File: src/rtl/ring_rd_pkg.sv
package ring_rd_pkg;
    localparam int PTR_W    = 16;
    localparam int NXT_W    = PTR_W + 1;
    localparam int HDR_SIZE = 4;
    localparam int SLOT_MAX = 16;

    typedef enum logic [2:0] {
        ST_IDLE,
        ST_HDR,
        ST_TEST,
        ST_ENT,
        ST_WRAP,
        ST_WB,
        ST_DONE
    } rd_state_t;
endpackage

File: src/rtl/ring_addr_calc.sv
module ring_addr_calc #(
    parameter int AW = 32,
    parameter int QW = 4,
    parameter int DW = 8,
    parameter int EW = 5
) (
    input  logic [AW-1:0]    base,
    input  logic [QW-1:0]    queue,
    input  logic [EW-1:0]    esize,
    input  logic [DW-1:0]    depth,
    output logic [AW-1:0]    hdr_addr,
    output logic [EW+DW-1:0] span
);
    localparam int SPAN_W   = EW + DW;
    localparam int STRIDE_W = SPAN_W + 1;
    localparam int HOFF_W   = STRIDE_W + QW;

    logic [STRIDE_W-1:0] stride;
    logic [HOFF_W-1:0]   hoff;

    always_comb begin
        // ring body size, then one header plus body per preceding queue
        span     = SPAN_W'(esize) * SPAN_W'(depth);
        stride   = STRIDE_W'(span) + STRIDE_W'(ring_rd_pkg::HDR_SIZE);
        hoff     = HOFF_W'(queue) * HOFF_W'(stride);
        hdr_addr = base + AW'(esize) + AW'(hoff);
    end
endmodule

File: src/rtl/ring_wrap_step.sv
module ring_wrap_step #(
    parameter int SPAN_W = 13,
    parameter int NW     = 17
) (
    input  logic [NW-1:0]     cur,
    input  logic [SPAN_W-1:0] span,
    output logic              ge,
    output logic [NW-1:0]     reduced
);
    always_comb begin
        ge      = (span != '0) && (cur >= NW'(span));
        reduced = cur - NW'(span);
    end
endmodule

File: src/rtl/ring_entry_store.sv
module ring_entry_store (
    input  logic        clk,
    input  logic        rst_n,
    input  logic        clr,
    input  logic        cap,
    input  logic [3:0]  cap_idx,
    input  logic [7:0]  cap_byte,
    output logic [15:0] ent_count,
    output logic [7:0]  ent_subdev,
    output logic [7:0]  ent_opcode,
    output logic [31:0] ent_addr,
    output logic [63:0] ent_app
);
    localparam int NB = ring_rd_pkg::SLOT_MAX;

    logic [7:0] slot_b [NB];

    for (genvar g = 0; g < NB; g++) begin : g_byte
        always_ff @(posedge clk or negedge rst_n) begin
            if (!rst_n)
                slot_b[g] <= '0;
            else if (clr)
                slot_b[g] <= '0;
            else if (cap && cap_idx == 4'(g))
                slot_b[g] <= cap_byte;
        end
    end

    for (genvar k = 0; k < 8; k++) begin : g_app
        assign ent_app[8*k +: 8] = slot_b[8 + k];
    end

    assign ent_count  = {slot_b[1], slot_b[0]};
    assign ent_subdev = slot_b[2];
    assign ent_opcode = slot_b[3];
    assign ent_addr   = {slot_b[7], slot_b[6], slot_b[5], slot_b[4]};
endmodule

File: src/rtl/ring_seq_fsm.sv
module ring_seq_fsm
    import ring_rd_pkg::*;
#(
    parameter int AW = 32,
    parameter int QW = 4,
    parameter int DW = 8,
    parameter int EW = 5
) (
    input  logic              clk,
    input  logic              rst_n,
    input  logic              cmd_valid,
    input  logic              cmd_express,
    input  logic [QW-1:0]     cmd_queue,
    input  logic [EW-1:0]     cmd_esize,
    input  logic [DW-1:0]     cmd_depth,
    input  logic [AW-1:0]     cmd_base,
    output logic [QW-1:0]     lat_queue,
    output logic [EW-1:0]     lat_esize,
    output logic [DW-1:0]     lat_depth,
    output logic [AW-1:0]     lat_base,
    input  logic [AW-1:0]     hdr_addr,
    input  logic [EW+DW-1:0]  span,
    output logic [NXT_W-1:0]  wrap_cur,
    input  logic              wrap_ge,
    input  logic [NXT_W-1:0]  wrap_red,
    output logic              mem_req,
    output logic              mem_we,
    output logic [AW-1:0]     mem_addr,
    output logic [7:0]        mem_wdata,
    input  logic              mem_ack,
    input  logic [7:0]        mem_rdata,
    output logic              ent_clr,
    output logic              ent_cap,
    output logic [3:0]        ent_idx,
    output logic              busy,
    output logic              done,
    output logic              ent_valid,
    output logic              empty,
    output logic [PTR_W-1:0]  ptr_load,
    output logic [PTR_W-1:0]  ptr_unload
);
    rd_state_t        state, nstate;
    logic [4:0]       idx;
    logic [4:0]       last_idx;
    logic [PTR_W-1:0] ld_r, ul_r;
    logic [NXT_W-1:0] nxt_r;
    logic [AW-1:0]    ent_base;
    logic             express_r;

    assign last_idx = lat_esize[4:0] - 5'd1;
    assign wrap_cur = nxt_r;

    // next-state decision
    always_comb begin
        nstate = state;
        unique case (state)
            ST_IDLE: if (cmd_valid) nstate = cmd_express ? ST_ENT : ST_HDR;
            ST_HDR:  if (mem_ack && idx == 5'd3) nstate = ST_TEST;
            ST_TEST: nstate = (ld_r == ul_r) ? ST_DONE : ST_ENT;
            ST_ENT:  if (mem_ack && idx == last_idx)
                         nstate = (express_r || span == '0) ? ST_DONE : ST_WRAP;
            ST_WRAP: if (!wrap_ge) nstate = ST_WB;
            ST_WB:   if (mem_ack && idx == 5'd1) nstate = ST_DONE;
            ST_DONE: nstate = ST_IDLE;
            default: nstate = ST_IDLE;
        endcase
    end

    // state register
    always_ff @(posedge clk or negedge rst_n) begin
        if (!rst_n) state <= ST_IDLE;
        else        state <= nstate;
    end

    // port-side outputs decoded from the state
    always_comb begin
        mem_req   = 1'b0;
        mem_we    = 1'b0;
        mem_addr  = '0;
        mem_wdata = idx[0] ? nxt_r[15:8] : nxt_r[7:0];
        unique case (state)
            ST_HDR: begin
                mem_req  = 1'b1;
                mem_addr = hdr_addr + AW'(idx);
            end
            ST_ENT: begin
                mem_req  = 1'b1;
                mem_addr = ent_base + AW'(idx);
            end
            ST_WB: begin
                mem_req  = 1'b1;
                mem_we   = 1'b1;
                mem_addr = hdr_addr + AW'(2) + AW'(idx);
            end
            default: ;
        endcase
        busy    = (state != ST_IDLE);
        done    = (state == ST_DONE);
        ent_clr = (state == ST_IDLE) && cmd_valid;
        ent_cap = (state == ST_ENT) && mem_ack;
        ent_idx = idx[3:0];
    end

    // datapath and held outputs
    always_ff @(posedge clk or negedge rst_n) begin
        if (!rst_n) begin
            idx        <= '0;
            ld_r       <= '0;
            ul_r       <= '0;
            nxt_r      <= '0;
            ent_base   <= '0;
            express_r  <= 1'b0;
            lat_queue  <= '0;
            lat_esize  <= '0;
            lat_depth  <= '0;
            lat_base   <= '0;
            ent_valid  <= 1'b0;
            empty      <= 1'b0;
            ptr_load   <= '0;
            ptr_unload <= '0;
        end else begin
            unique case (state)
                ST_IDLE: if (cmd_valid) begin
                    lat_queue <= cmd_queue;
                    lat_esize <= cmd_esize;
                    lat_depth <= cmd_depth;
                    lat_base  <= cmd_base;
                    express_r <= cmd_express;
                    ent_base  <= cmd_base;
                    idx       <= '0;
                    ent_valid <= 1'b0;
                    empty     <= 1'b0;
                end
                ST_HDR: if (mem_ack) begin
                    unique case (idx[1:0])
                        2'd0: ld_r[7:0]  <= mem_rdata;
                        2'd1: ld_r[15:8] <= mem_rdata;
                        2'd2: ul_r[7:0]  <= mem_rdata;
                        default: ul_r[15:8] <= mem_rdata;
                    endcase
                    idx <= (idx == 5'd3) ? 5'd0 : idx + 5'd1;
                end
                ST_TEST: begin
                    ent_base   <= hdr_addr + AW'(HDR_SIZE) + AW'(ul_r);
                    nxt_r      <= NXT_W'(ul_r) + NXT_W'(lat_esize);
                    ptr_load   <= ld_r;
                    ptr_unload <= ul_r;
                    idx        <= '0;
                end
                ST_ENT: if (mem_ack)
                    idx <= (idx == last_idx) ? 5'd0 : idx + 5'd1;
                ST_WRAP: if (wrap_ge) nxt_r <= wrap_red;
                ST_WB: if (mem_ack) begin
                    idx <= idx + 5'd1;
                    if (idx == 5'd1) ptr_unload <= nxt_r[PTR_W-1:0];
                end
                default: ;
            endcase
            if (nstate == ST_DONE && state != ST_DONE) begin
                if (state == ST_TEST) empty     <= 1'b1;
                else                  ent_valid <= 1'b1;
            end
        end
    end
endmodule

File: src/rtl/ring_req_reader.sv
module ring_req_reader #(
    parameter int AW = 32,
    parameter int QW = 4,
    parameter int DW = 8,
    parameter int EW = 5
) (
    input  logic          clk,
    input  logic          rst_n,
    input  logic          cmd_valid,
    input  logic          cmd_express,
    input  logic [QW-1:0] cmd_queue,
    input  logic [EW-1:0] cmd_esize,
    input  logic [DW-1:0] cmd_depth,
    input  logic [AW-1:0] cmd_base,
    output logic          busy,
    output logic          done,
    output logic          ent_valid,
    output logic          empty,
    output logic [15:0]   ent_count,
    output logic [7:0]    ent_subdev,
    output logic [7:0]    ent_opcode,
    output logic [31:0]   ent_addr,
    output logic [63:0]   ent_app,
    output logic [15:0]   ptr_load,
    output logic [15:0]   ptr_unload,
    output logic          mem_req,
    output logic          mem_we,
    output logic [AW-1:0] mem_addr,
    output logic [7:0]    mem_wdata,
    input  logic          mem_ack,
    input  logic [7:0]    mem_rdata
);
    localparam int SPAN_W = EW + DW;
    localparam int NXT_W  = ring_rd_pkg::NXT_W;

    logic [QW-1:0]     lat_queue;
    logic [EW-1:0]     lat_esize;
    logic [DW-1:0]     lat_depth;
    logic [AW-1:0]     lat_base;
    logic [AW-1:0]     hdr_addr;
    logic [SPAN_W-1:0] span;
    logic [NXT_W-1:0]  wrap_cur, wrap_red;
    logic              wrap_ge;
    logic              ent_clr, ent_cap;
    logic [3:0]        ent_idx;

    ring_addr_calc #(.AW(AW), .QW(QW), .DW(DW), .EW(EW)) u_addr (
        .base(lat_base), .queue(lat_queue), .esize(lat_esize), .depth(lat_depth),
        .hdr_addr(hdr_addr), .span(span)
    );

    ring_wrap_step #(.SPAN_W(SPAN_W), .NW(NXT_W)) u_wrap (
        .cur(wrap_cur), .span(span), .ge(wrap_ge), .reduced(wrap_red)
    );

    ring_seq_fsm #(.AW(AW), .QW(QW), .DW(DW), .EW(EW)) u_fsm (
        .clk(clk), .rst_n(rst_n),
        .cmd_valid(cmd_valid), .cmd_express(cmd_express), .cmd_queue(cmd_queue),
        .cmd_esize(cmd_esize), .cmd_depth(cmd_depth), .cmd_base(cmd_base),
        .lat_queue(lat_queue), .lat_esize(lat_esize), .lat_depth(lat_depth),
        .lat_base(lat_base), .hdr_addr(hdr_addr), .span(span),
        .wrap_cur(wrap_cur), .wrap_ge(wrap_ge), .wrap_red(wrap_red),
        .mem_req(mem_req), .mem_we(mem_we), .mem_addr(mem_addr),
        .mem_wdata(mem_wdata), .mem_ack(mem_ack), .mem_rdata(mem_rdata),
        .ent_clr(ent_clr), .ent_cap(ent_cap), .ent_idx(ent_idx),
        .busy(busy), .done(done), .ent_valid(ent_valid), .empty(empty),
        .ptr_load(ptr_load), .ptr_unload(ptr_unload)
    );

    ring_entry_store u_store (
        .clk(clk), .rst_n(rst_n), .clr(ent_clr), .cap(ent_cap),
        .cap_idx(ent_idx), .cap_byte(mem_rdata),
        .ent_count(ent_count), .ent_subdev(ent_subdev), .ent_opcode(ent_opcode),
        .ent_addr(ent_addr), .ent_app(ent_app)
    );
endmodule

File: config.mk
export PLATFORM = sky130hd
export DESIGN_NAME = ring_req_reader
export DESIGN_NICKNAME = d
export VERILOG_FILES = /design/src/rtl/ring_rd_pkg.sv /design/src/rtl/ring_addr_calc.sv /design/src/rtl/ring_wrap_step.sv /design/src/rtl/ring_entry_store.sv /design/src/rtl/ring_seq_fsm.sv /design/src/rtl/ring_req_reader.sv
export SDC_FILE = /design/constraint.sdc
export NUM_CORES = 1
export LEC_CHECK = 0
export ABC_AREA = 1
export BUFFER_PORTS_ARGS = -buffer_cell sky130_fd_sc_hd__buf_2
export CAP_MARGIN = 20
export CORE_UTILIZATION = 55
export DETAILED_ROUTE_END_ITERATION = 7
export PLACE_DENSITY = 0.81
export SYNTH_ARGS = -nofsm -noshare
export SYNTH_HDL_FRONTEND = slang
export SYNTH_SLANG_ARGS = --single-unit
File: constraint.sdc
create_clock -name clk -period 12.1 [get_ports clk]
set_clock_uncertainty 0.15 [all_clocks]
set_input_delay 2.42 -clock clk [delete_from_list [all_inputs] [get_ports clk]]
set_output_delay 2.42 -clock clk [all_outputs]
set_load 0.01 [all_outputs]
==> key figures, run 1 <==
Status
  – Status: finished with violations
  – Violated checks: DRC

Setup path
  – FF-to-FF path depth: 48
  – CP Class: reg2out
  – Reg2reg start: u_fsm.lat_esize[2]
  – Critical Path Sink: mem_addr[10]
  – CP Launch Type: register
  – Max incr delay on CP: 0.72 ns
  – Slowest cell on crit path: fa_1
  – WP data required: 9.53 ns
  – Worst Setup End Kind: output port
  – CP dominant cell by count: ha_1
  – CP arrival: a little over 9 ns
  – Worst reg-to-reg setup slack: 2.46 ns
  – Crit-path max FO: 7
  – RR Endpoint: u_fsm.ent_base[22]
  – CP Launch Point: u_fsm.lat_depth[0]

Floorplan
  – Die Ht: between 200 and 250 um
  – Initial Utilization: between 50% and 60%
  – CORE AREA: 41000 um2
  – # IOs: 268
  – Site Rows: 74
  – Die width: around 210 um
  – Die ar.: 42600 um2

Flow run
  – Max-cap violations: 0

Yosys
  – Synth Cell Area: around 23000 um2
  – Syn. warnings: 0
  – Net count after synthesis: 3502
  – Synth cell types: 59
  – Ys async rst share: between 90% and 100%
  – Syn Area/Cell: roughly 7.1 um2
  – Seq/Total Area, Yosys: about a third
  – Yosys reg bits: between 300 and 400
  – Post-synth EDFFs: 0
  – Ys flop type: dfrtp_1
  – Synth Instances: between 3000 and 4000

Route
  – DRT iter0 DRCs: approximately 2300
  – Vias: roughly 23000
  – Routed vias/inst: about 5.6
  – Drt total wl: 78.1 mm
  – DRC Markers: 20
  – Remaining antenna violation count: 0
  – Avg WL per Cell: 19.3 um
  – Drt first pass iters: 8

Clocking
  – CTS clk-pin slew, worst paths: roughly 0.060 ns
  – Clock sinks: approximately 300
  – H-tree depth: 2
  – Max Root-Sink Buffers: 3
  – Hold Buf Count CTS: 0
  – Worst skew pair latency: 0.56 ns
  – CTS root buffer: clkbuf_16
  – CTS tree: yes
  – Total CTS buffers: 35

GRT
  – Largest net degree at the start of global routing: 112
  – Total gr overflow: 0
  – Busiest grt layer: met2
  – GRT Util Overall: a little under two fifths
  – First-pass GRT wire length: 120 mm
  – Met1 usage in global routing: 49.9%
  – Number of global-route vias before repair: 21900
  – Met2 usage: around 60%
  – Met3 usage: 7.47%
  – Antenna violations before repair: 0

Timing
  – Worst slew pin tran: between 1 and 1.5 ns
  – Final setup margin: around 0.4 ns
  – Rel. slew slack: around a quarter
  – TNS Setup: 0 ns
  – Setup-failing EPs final: 0
  – RSZ-0062 raised after global routing: no
  – Final Hold Fails: 0
  – Fmax: around 85 MHz
  – Slew Viols, Final: 0
  – Final min period: around 12 ns
  – Final Cycle Share: about 97%

Placement
  – Detail Placement HPWL: around 60 mm
  – IO Port Bufs: 267
  – Post-Place Worst Slack: 0.794 ns
  – Post-DP Area: between 20000 and 25000 um2
  – GP Congestion: ~1.0
  – Post-placement cell count: roughly 4000

Final layout
  – Non-filler instance count after layout: around 4000
  – Fraction of layout cells with a size suffix above 1: approximately 16%
  – Layout area overhead: 13.8%
  – Design Area, Final: ~26000 um2
  – Layout Nets: approximately 3700

Hold path
  – Hold Path Class: reg2reg
==> layout by cell type, fill, tap and decap left out, drive strengths merged, types with 4 or more instances in the layout <==
master     n
nand3b     9
a21oi     79
a21boi     6
clkinv    13
xor2      32
nor2     269
bufinv     4
ha       126
o31ai      8
o21ai    308
fa        68
or2       16
xnor2     17
buf      299
dfrtp    301
nor3      26
nand3    212
o211ai     6
o22ai      7
o21bai     8
nor4       4
nand2   1103
a31oi     28
clkbuf    51
nand4     62
inv      431
==> stage by stage <==
stage / utilization (%) / hold WS [ns]
6_report: 63.7 / 0.326
3_5_place_dp: 60.3 / 0.309
3_3_place_gp: 60.3 / 0.303
4_1_cts: 63.3 / 0.329
5_1_grt: 63.7 / 0.344
2_1_floorplan: - / 0.291
==> worst min path at each step <==
| stage | startpoint | end | slack, ns | cells past startpoint |
|---|---|---|---|---|
| after floorplan | u_fsm.ent_base[31] | u_fsm.ent_base[31] | 0.29 | 2 |
| after global placement | u_fsm.ptr_load[7] | u_fsm.ptr_load[7] | 0.30 | 2 |
| after detailed placement | u_fsm.ptr_load[0] | u_fsm.ptr_load[0] | 0.31 | 2 |
| after CTS | u_fsm.ptr_load[0] | u_fsm.ptr_load[0] | 0.33 | 2 |
| after global routing | u_fsm.ptr_load[7] | u_fsm.ptr_load[7] | 0.34 | 2 |
| final | u_fsm.ptr_load[8] | u_fsm.ptr_load[8] | 0.33 | 2 |
==> sequential cells by signal, summed over array words and instances (netlist names) <==
signal	count
u_store.ent_subdev	8
u_fsm.express_r	1
u_store.ent_addr	32
u_fsm.lat_queue	4
u_fsm.lat_base	32
u_fsm.lat_esize	5
u_store.ent_app	64
u_fsm.ptr_unload	16
u_store.ent_count	16
u_fsm.lat_depth	8
u_store.ent_opcode	8
u_fsm.idx	5
u_fsm.wrap_cur	17
u_fsm.state	3
u_fsm.ent_base	32
u_fsm.ent_valid	1
u_fsm.ptr_load	16
u_fsm.empty	1
u_fsm.ul_r	16
u_fsm.ld_r	16
==> kinds of logic after synthesis <==
family / Yosys count / share of synthesized area, %
buffers and inverters: 528 / 8.91
flip-flops: 301 / 32.8
XOR/XNOR: 49 / 1.90
adder cells (fa/ha/maj): 194 / 12.8
AND/OR/NAND/NOR: 1706 / 32.5
AO/OA/AOI/OAI: 468 / 11.2
==> synthesized netlist by cell type (all sizes together) (16+ instances only) <==
| cell | count | area [um2] |
|---|---|---|
| nand2 | 1103 | 4280 |
| inv | 428 | 1610 |
| o21ai | 308 | 1560 |
| dfrtp | 301 | 7530 |
| nor2 | 269 | 1220 |
| nand3 | 212 | 1130 |
| ha | 126 | 1580 |
| a21oi | 79 | 410 |
| clkbuf | 68 | 255 |
| fa | 68 | 1360 |
| nand4 | 62 | 419 |
| xor2 | 32 | 288 |
| a31oi | 28 | 175 |
| nor3 | 26 | 179 |
| buf | 25 | 158 |
| xnor2 | 17 | 149 |
| or2 | 16 | 100 |
==> cell type report <==
class,count,area [um2]
Tap cell,532,666
Timing Repair Buffer,301,1600
Sequential cell,301,7540
Inverter,435,1630
Clock inverter,13,203
Antenna cell,1,2.50
Multi-Input combinational cell,2417,13500
Fill cell,3746,14900
Clock buffer,49,1030
==> worst max-delay path: cells and delay by family (launching register included) <==
kind / cells / cell delay [ns]
compound gates: 2 / 0.89
xor+xnor: 1 / 0.46
fa+ha+maj: 11 / 4.75
buf+inv: 6 / 0.56
flops: 1 / 0.45
simple gates: 10 / 1.43
==> repair_timing <==
item / CTS / global route
endpoints found under the setup margin: 0 / 21
buffers inserted: 0 / 6
resized for setup: 0 / 19
==> metal layers <==
metal,share of wire [%],vias to the layer above,wire length (um)
li1,-,10900,-
met1,41,10800,32400
met2,45,1025,35000
met3,10,184,7800
met4,3.8,0,2970
met5,0,-,0
Power of run 1 is left out: the tool's default activity adds up to more than one toggle a clock period on the data nets, which glitch-free logic cannot reach.
==> run 2, diff against run 1 <==
Settings changed: CORE_MARGIN set to 4, CORE_UTILIZATION 55 to 45, GPL_ROUTABILITY_DRIVEN set to 0, PLACE_DENSITY 0.81 to 0.69.
==> run 2 against run 1 <==
  * The flow now finishes without violations
  * Die area up 29%
  * Sequential share of layout area is 0.14 points lower
  * Setup slack gained 0.0072 ns
  * Flip-flop and latch count is the same
  * Via count down 0.94%
  * Maximum frequency barely moved
  * Highest routed layer unchanged
==> key figures, run 2 (same netlist as run 1, synthesis figures left out) <==
Clocking
  – CTS root buffer: clkbuf_16 (unchanged)
  – H-tree depth: 2 (unchanged)
  – CTS tree: yes (unchanged)
  – Total CTS buffers: 36 (was 35)
  – Max Root-Sink Buffers: 3 (unchanged)
  – Hold Buf Count CTS: 0 (unchanged)
  – Worst skew pair latency: 0.56 ns (about the same)
  – Clock sinks: 301 (unchanged)
  – CTS clk-pin slew, worst paths: 0.06 ns (about the same)

Final layout
  – Largest register FFs: 64 (unchanged)
  – Highest-count cells in the layout ignoring fill and taps: nand2_1, inv_1, dfrtp_1 (unchanged)
  – Layout fillers: 5070 (was 3746)
  – Final Util: 52.3% (was 63.7%)
  – Layout area overhead: 14.3% (was 13.8%)
  – Layout Nets: 3752 (was 3747)
  – Design Area, Final: 26300 um2 (was 26100 um2)
  – Area of the multi-input gates: 13500 um2 (about the same)
  – Fraction of layout cells with a size suffix above 1: 15.9% (was 16.0%)
  – FF+latch area: 7540 um2 (about the same)
  – Commonest non-fill, non-tap cell in the layout: nand2_1 (unchanged)

Timing
  – Setup-failing EPs final: 0 (unchanged)
  – Fmax: 85.5 MHz (about the same)
  – TNS Setup: 0 ns (unchanged)
  – Final min period: 11.69 ns (was 11.70 ns)
  – Worst slew pin tran: 1.04 ns (was 1.12 ns)
  – Final Hold Fails: 0 (unchanged)
  – RSZ-0062 raised after global routing: yes (was no)
  – Rel. slew slack: 30.2% (was 25.1%)
  – Slew Viols, Final: 0 (unchanged)
  – Final Cycle Share: 96.6% (was 96.7%)
  – Hold slack final: 0.318 ns (was 0.326 ns)

GRT
  – Largest net degree at the start of global routing: 102 (was 112)
  – Antenna violations before repair: 2 (was 0)
  – Total gr overflow: 0 (unchanged)
  – Number of global-route vias before repair: 21900 (about the same)
  – First-pass GRT wire length: 121 mm (was 120 mm)
  – GRT Util Overall: 28.2% (was 37.0%)

Setup path
  – Worst Setup End Kind: output port (unchanged)
  – CP Launch Point: u_fsm.lat_esize[2] (was u_fsm.lat_depth[0])
  – WP data required: 9.53 ns (about the same)
  – CP Launch Type: register (unchanged)
  – Top delay family on crit path: adder cells (unchanged)
  – Max incr delay on CP: 0.73 ns (was 0.72 ns)
  – CP dominant cell by count: ha_1 (unchanged)
  – Slowest cell on crit path: fa_1 (unchanged)
  – Reg2reg start: u_fsm.lat_depth[0] (was u_fsm.lat_esize[2])
  – CP Buf/Inv Count: 9 (was 6)
  – Crit-path max FO: 7 (unchanged)
  – CP arrival: 9.12 ns (was 9.13 ns)
  – CP Class: reg2out (unchanged)

Hold path
  – Hold Path Class: reg2reg (unchanged)
  – HP Start: u_fsm.ptr_load[8] (unchanged)

Placement
  – IO Port Bufs: 267 (unchanged)
  – Post-DP Area: 24900 um2 (was 24700 um2)
  – Detail Placement HPWL: 61.1 mm (was 59.7 mm)

Floorplan
  – Die ar.: 54800 um2 (was 42600 um2)
  – Die width: 234 um (was 206 um)
  – Die Ht: 234 um (was 206 um)
  – Site Rows: 82 (was 74)
  – Initial Utilization: 45.7% (was 56.0%)
  – # IOs: 268 (unchanged)
  – CORE AREA: 50300 um2 (was 41000 um2)

Route
  – Routed vias/inst: 5.40 (was 5.64)
  – M1 WL: 33.0 mm (was 32.4 mm)
  – Met3 wire length: 6.36 mm (was 7.80 mm)
  – Drt total wl: 78.6 mm (was 78.1 mm)
  – Highest routed layer: met4 (unchanged)
  – DRC Markers: 0 (was 20)
  – Remaining antenna violation count: 0 (unchanged)
  – Drt first pass iters: 7 (was 8)
  – Vias: 22600 (was 22900)
  – Avg WL per Cell: 18.7 um (was 19.3 um)
  – DRT iter0 DRCs: 1930 (was 2322)
  – Metal2 WL: 36.0 mm (was 35.0 mm)

Status
  – Status: finished, final reports clean (was finished with violations)

Flow run
  – Max-cap violations: 0 (unchanged)
[run 2: worst paths after layout]
| kind | to | slack (ns) | cells after the start |
|---|---|---|---|
| setup / recovery | mem_addr[12] | 0.41 | 35 |
| hold / removal | u_fsm.ptr_load[8] | 0.32 | 2 |
| setup reg to reg | u_fsm.ent_base[28] | 2.49 | 47 |
| hold reg to reg | u_fsm.ptr_load[8] | 0.32 | 2 |
| max in group asynchronous | u_store.ent_count[5] | 7.82 | 3 |
| min in group asynchronous | u_fsm.ptr_load[1] | 1.76 | 1 |
[run 2: worst min-delay path, stage by stage (launching register included)]
cell,delay (ns)
dfrtp_1,0.34
nand2_1,0.05
nand2_1,0.05
[run 2: area by class of cell]
class / count / share of cell area (%)
multi-input combinational: 2417 / 51.3
sequential: 301 / 28.7
inverter: 435 / 6.22
timing repair buffer: 305 / 6.21
clock buffer: 48 / 3.83
tap: 672 / 3.20
clock inverter: 12 / 0.557
antenna: 1 / 0.00952
[run 2: metrics by stage]
| step | setup WS [ns] | cells |
|---|---|---|
| finish | 0.409 | 4191 |
| global route | -0.0543 | 4190 |
| CTS | 0.0672 | 4174 |
| detailed placement | 0.678 | 4114 |
| global placement | 0.745 | 4113 |
| floorplan | 1.94 | 3246 |
[run 2: metal layers]
metal | track usage (%) | vias up
li1 | - | 10900
met1 | 37.4 | 10700
met2 | 45.4 | 928
met3 | 5.95 | 198
met4 | 11.0 | 0
met5 | 0 | -
[run 2: what timing repair did]
| action | CTS | global route |
|---|---|---|
| buffers inserted | 0 | 7 |
| endpoints found under the setup margin | 0 | 21 |
| resized for setup | 0 | 18 |
Power of run 2 is left out for the same reason.
